## src/rtl/pdec_pkg.sv

```systemverilog
// Shared helpers for the posit field decoder: width arithmetic only.
package pdec_pkg;

    // Ceiling of log2(v), at least 1; used to size counters.
    function automatic int clog2_f(input int v);
        int r;
        r = 1;
        while ((1 << r) < v) r++;
        return r;
    endfunction

endpackage

```

## src/rtl/pdec_lzc.sv

```systemverilog
// Leading-zero counter.
// Assumes W >= 1. An all-zero vector returns W. The output is LW bits wide.
module pdec_lzc #(
    parameter int W  = 6,
    parameter int LW = pdec_pkg::clog2_f(W + 1)
) (
    input  logic [W-1:0]  vec_i,
    output logic [LW-1:0] cnt_o
);
    // Scan from LSB upward so that the highest set bit sets the count last.
    always_comb begin
        cnt_o = LW'(W);
        for (int i = 0; i < W; i++) begin
            if (vec_i[i]) cnt_o = LW'(W - 1 - i);
        end
    end
endmodule

```

## src/rtl/pdec_regime.sv

```systemverilog
// Regime extraction.
// XOR-folds bits [N-2:1] against [N-3:0] so that the run of equal bits
// becomes leading zeros. It counts them with one counter and returns the
// signed regime value and the run length minus one.
// Assumes N >= 4.
module pdec_regime #(
    parameter int N  = 8,
    parameter int LW = pdec_pkg::clog2_f(N - 1)
) (
    input  logic [N-1:0] word_i,
    output logic [LW:0]  regime_o,
    output logic [LW-1:0] run_o
);
    logic          pol;
    logic [N-3:0]  fold;
    logic [LW-1:0] cnt;

    // Polarity: 1 means a non-negative regime for either sign of word.
    assign pol  = word_i[N-1] ^ word_i[N-2];
    // Fold: the first change in the run becomes the first 1.
    assign fold = word_i[N-2:1] ^ word_i[N-3:0];

    pdec_lzc #(.W(N - 2), .LW(LW)) u_lzc (
        .vec_i (fold),
        .cnt_o (cnt)
    );

    // Value: count for a non-negative regime, bitwise complement (-count-1) otherwise.
    assign regime_o = pol ? {1'b0, cnt} : {1'b1, ~cnt};
    assign run_o    = cnt;
endmodule

```

## src/rtl/pdec_fields.sv

```systemverilog
// Exponent and fraction split.
// Shifts the bits below the smallest regime left by (run-1), which drops
// the rest of the regime and its terminator without an adder. The top ES
// bits become the exponent, inverted for negative words. The rest is the
// fraction, passed raw.
// Assumes N-3-ES >= 1.
module pdec_fields #(
    parameter int N   = 8,
    parameter int ES  = 1,
    parameter int LW  = pdec_pkg::clog2_f(N - 1),
    parameter int FW  = N - ES - 3,
    parameter int SCW = LW + ES + 1
) (
    input  logic [N-1:0]   word_i,
    input  logic [LW:0]    regime_i,
    input  logic [LW-1:0]  run_i,
    output logic [SCW-1:0] scale_o,
    output logic [FW-1:0]  frac_o
);
    logic [N-4:0] tail;

    // Tail: exponent and fraction aligned to the top.
    assign tail = word_i[N-4:0] << run_i;

    generate
        if (ES > 0) begin : g_exp
            logic [ES-1:0] ex;
            // Exponent: read inverted when the word is negative.
            assign ex      = tail[N-4 -: ES] ^ {ES{word_i[N-1]}};
            assign scale_o = {regime_i, ex};
            assign frac_o  = tail[FW-1:0];
        end else begin : g_noexp
            assign scale_o = regime_i;
            assign frac_o  = tail;
        end
    endgenerate
endmodule

```

## src/rtl/pdec_unit.sv

```systemverilog
// Top: two's-complement posit field decoder.
// Combinational. Detects the NaR and zero words and joins the regime and
// field sub-blocks. Scale and fraction carry no meaning when a flag is set.
module pdec_unit #(
    parameter int N   = 8,
    parameter int ES  = 1,
    parameter int LW  = pdec_pkg::clog2_f(N - 1),
    parameter int FW  = N - ES - 3,
    parameter int SCW = LW + ES + 1
) (
    input  logic [N-1:0]   word_i,
    output logic           is_nar_o,
    output logic           is_zero_o,
    output logic           sign_o,
    output logic [SCW-1:0] scale_o,
    output logic [FW-1:0]  frac_o,
    output logic [2:0]     grs_o
);
    logic          low_zero;
    logic [LW:0]   regime;
    logic [LW-1:0] run;

    // Special words: everything below the MSB is clear.
    assign low_zero  = ~|word_i[N-2:0];
    assign is_nar_o  = low_zero & word_i[N-1];
    assign is_zero_o = low_zero & ~word_i[N-1];
    assign sign_o    = word_i[N-1];
    // No right shift happens here, so no bits are lost.
    assign grs_o     = 3'b000;

    pdec_regime #(.N(N), .LW(LW)) u_reg (
        .word_i   (word_i),
        .regime_o (regime),
        .run_o    (run)
    );

    pdec_fields #(.N(N), .ES(ES), .LW(LW), .FW(FW), .SCW(SCW)) u_fld (
        .word_i   (word_i),
        .regime_i (regime),
        .run_i    (run),
        .scale_o  (scale_o),
        .frac_o   (frac_o)
    );
endmodule

```

## config.mk

```make
export PLATFORM = sky130hd
export DESIGN_NAME = pdec_unit
export DESIGN_NICKNAME = d
export VERILOG_FILES = /design/src/rtl/pdec_pkg.sv /design/src/rtl/pdec_lzc.sv /design/src/rtl/pdec_regime.sv /design/src/rtl/pdec_fields.sv /design/src/rtl/pdec_unit.sv
export SDC_FILE = /design/constraint.sdc
export NUM_CORES = 1
export LEC_CHECK = 0
export BUFFER_PORTS_ARGS = -buffer_cell sky130_fd_sc_hd__buf_2
export CORE_AREA = 10 10 47 49
export DETAILED_ROUTE_END_ITERATION = 16
export DIE_AREA = 0 0 57 59
export GPL_TIMING_DRIVEN = 0
export PLACE_DENSITY_LB_ADDON = 0.05
export SLEW_MARGIN = 20
export SYNTH_ARGS = -nofsm -noshare
export SYNTH_HDL_FRONTEND = slang
export SYNTH_HIERARCHICAL = 1
export SYNTH_SLANG_ARGS = --single-unit
```

## constraint.sdc

```tcl
create_clock -name vclk -period 3.2
set_input_delay 0.64 -clock vclk [all_inputs]
set_output_delay 0.64 -clock vclk [all_outputs]
set_load 0.01 [all_outputs]
```

==> flow_metrics.py <==
metrics = {
    "synthesis": {
        "synth_area_um2": 462,
        "syn_avg_cell_area_um2": 8.24,
        "synthDistinctLibCells": 30,
        "yosysSeqAreaShare": 0,
        "synthCells": 56,
        "yosys_warnings": 6,
    },
    "place": {
        "placed_cells": 94,
        "dp_hpwl_um": 932,
        "place_congestion": 0.710,
        "io_buffers": 20,
    },
    "global_route": {
        "grt_start_max_net_pins": 10,
        "antenna_found_initial": 0,
        "grt_overflow_total": 0,
        "grt_pass1_vias": 395,
        "grt_usage": 0.0586,
        "grt_pass1_wl_mm": 1.78,
    },
    "power": {
        "finalPower_w": 0.000161,
        "power.density_nw_per_um2": 235,
        "peakVddDrop_v": 0.0000984,
        "p_leak_nw": 0.343,
    },
    "floorplan": {
        "die_w_um": 57,
        "die-area_um2": 3360,
        "core_area_um2": 1400,
        "initial_core_util": 0.329,
        "die_h_um": 59,
        "pin_count": 23,
        "num_rows": 14,
    },
    "critical_path": {
        "crit_arrival_ns": 2.43,
        "slowest_delay_ns": 0.31,
        "cp_slowest_cell": "nor4_4",
        "path_cells": "buf_2 > xor2_4 > nor4_4 > buf_4 > mux2i_1 > o21ai_1 > and3_1 > a211oi_1 > buf_4 > buf_2",
        "worstSetupPathType": "primary input to output port",
        "required_ns": 2.56,
        "cp-end-kind": "output port",
        "cp_max_fo": 7,
        "critPathLaunchType": "primary input",
    },
    "route": {
        "drt_wl_total_mm": 1.17,
        "route.met2.wl_um": 584,
        "drt_iter0_drc": 5,
        "drt_pass1_iterations": 3,
        "m1WireLength_um": 516,
        "route.detailed.drc": 0,
        "wl_per_cell_um": 11.9,
        "vias": 452,
        "drtAntennaViolNets": 0,
        "routed_via_density": 4.61,
        "highest_layer": "met3",
        "wl_met3_um": 66,
    },
    "final_layout": {
        "regArea_um2": 0,
        "final_nets": 92,
        "clock_buffers": 0,
        "seq_cell_count": 0,
        "drive_gt1_frac": 0.585,
        "final_cell_mix": "buf_2 (20), buf_4 (14), nor2_1 (6)",
        "layout_commonest_cell": "buf_2",
        "instances_no_fill": 98,
        "syn_to_final_growth_pct": 48.2,
        "n_antenna_cell": 0,
    },
    "sta": {
        "slew_violations": 0,
        "holdWs_ns": 1.65,
        "post-route-min-period_ns": 3.07,
        "setup_viol": 0,
        "max_freq_mhz": 326,
        "report.final.hold_viol_count": 0,
        "fin_crit_sh": 0.960,
    },
    "flow_run": {
        "cap_violations": 0,
    },
    "clock_network": {
        "cts_hold_buf": 0,
    },
    "min_path": {
        "hp-class": "primary input to output port",
    },
    "status": {
        "status": "finished clean",
    },
}
## per-layer routing
metal  vias up  track usage
met2        12        0.102
li1        237            -
met4         0            0
met5         -            0
met1       203       0.0770
met3         0       0.0107
## per-stage QoR
stage / setup TNS (ns) / setup WS, ns / cell area, um^2 / util
after global placement: -0.0127 / -0.0127 / 589 / 0.421
after floorplan: 0 / 0.435 / 469 / -
after detailed placement: 0 / 0.00461 / 589 / 0.421
final: 0 / 0.129 / 684 / 0.488
after CTS: 0 / 0.000465 / 589 / 0.421
after global routing: -0.0233 / -0.0233 / 684 / 0.488
## cell families (layout without fill, tap and decap cells)
kind of cell	Yosys count	count (layout)	synth area share
buffers and inverters	15	39	0.219
AOI/OAI and AO/OA	9	9	0.176
other	1	3	0.00812
muxes	3	3	0.0650
and+or+nand+nor	18	18	0.252
xor gates and xnor gates	10	10	0.279
## path summary, 6_finish.rpt
path / from / cells after the start / to
min: word_i[7] / 3 / sign_o
max: word_i[4] / 10 / scale_o[0]
## worst max-delay path: cells and delay by family
family,cells,cell delay [ns]
buffers and inverters,4,0.60
and+or+nand+nor,2,0.49
AOI/OAI and AO/OA,2,0.28
xor gates and xnor gates,1,0.22
muxes,1,0.18
## layout make-up
type | count | area (um^2)
fill | 150 | 717
multi-input combinational | 43 | 428
timing repair buffer | 24 | 133
inverter | 2 | 7.51
tap | 16 | 20.0
buffer | 13 | 96.3
## power breakdown
part / leakage (nW) / total, W / internal [W] / switching (W)
Clock: 0 / 0 / 0 / 0
Combinational: 0.343 / 0.000161 / 0.0000867 / 0.0000743
Sequential: 0 / 0 / 0 / 0
Total: 0.343 / 0.000161 / 0.0000867 / 0.0000743
## cells in the mapped netlist
master    count  area [um^2]
xor2_1        6         52.6
nor2b_1       1         6.26
xnor2_1       1         8.76
nand3b_1      1         7.51
buf_6         1         11.3
and3_2        1         7.51
nor4_1        1         6.26
clkbuf_2      1         5.00
a221oi_2      1         15.0
o21ai_1       1         5.00
inv_2         1         3.75
inv_1         1         3.75
nand2_1       1         3.75
buf_2         2         10.0
nand2b_4      1         13.8
nand2b_1      1         6.26
o31a_1        1         8.76
nor4_2        1         12.5
a211oi_2      1         12.5
conb_1        1         3.75
nor2_1        6         22.5
nor4b_1       1         8.76
o22a_2        1         10.0
a211oi_1      4         30.0
mux2i_1       3         30.0
nor3_1        1         5.00
xnor3_1       3         67.6
buf_4         9         67.6
and3_1        1         6.26
and4b_1       1         10.0
## timing repair
item                       4_1_cts  5_1_grt
gates resized for setup          0        9
setup endpoints to repair        0        1
buffers inserted                 0        4
Note: power is estimated with default switching activity, not from simulation.
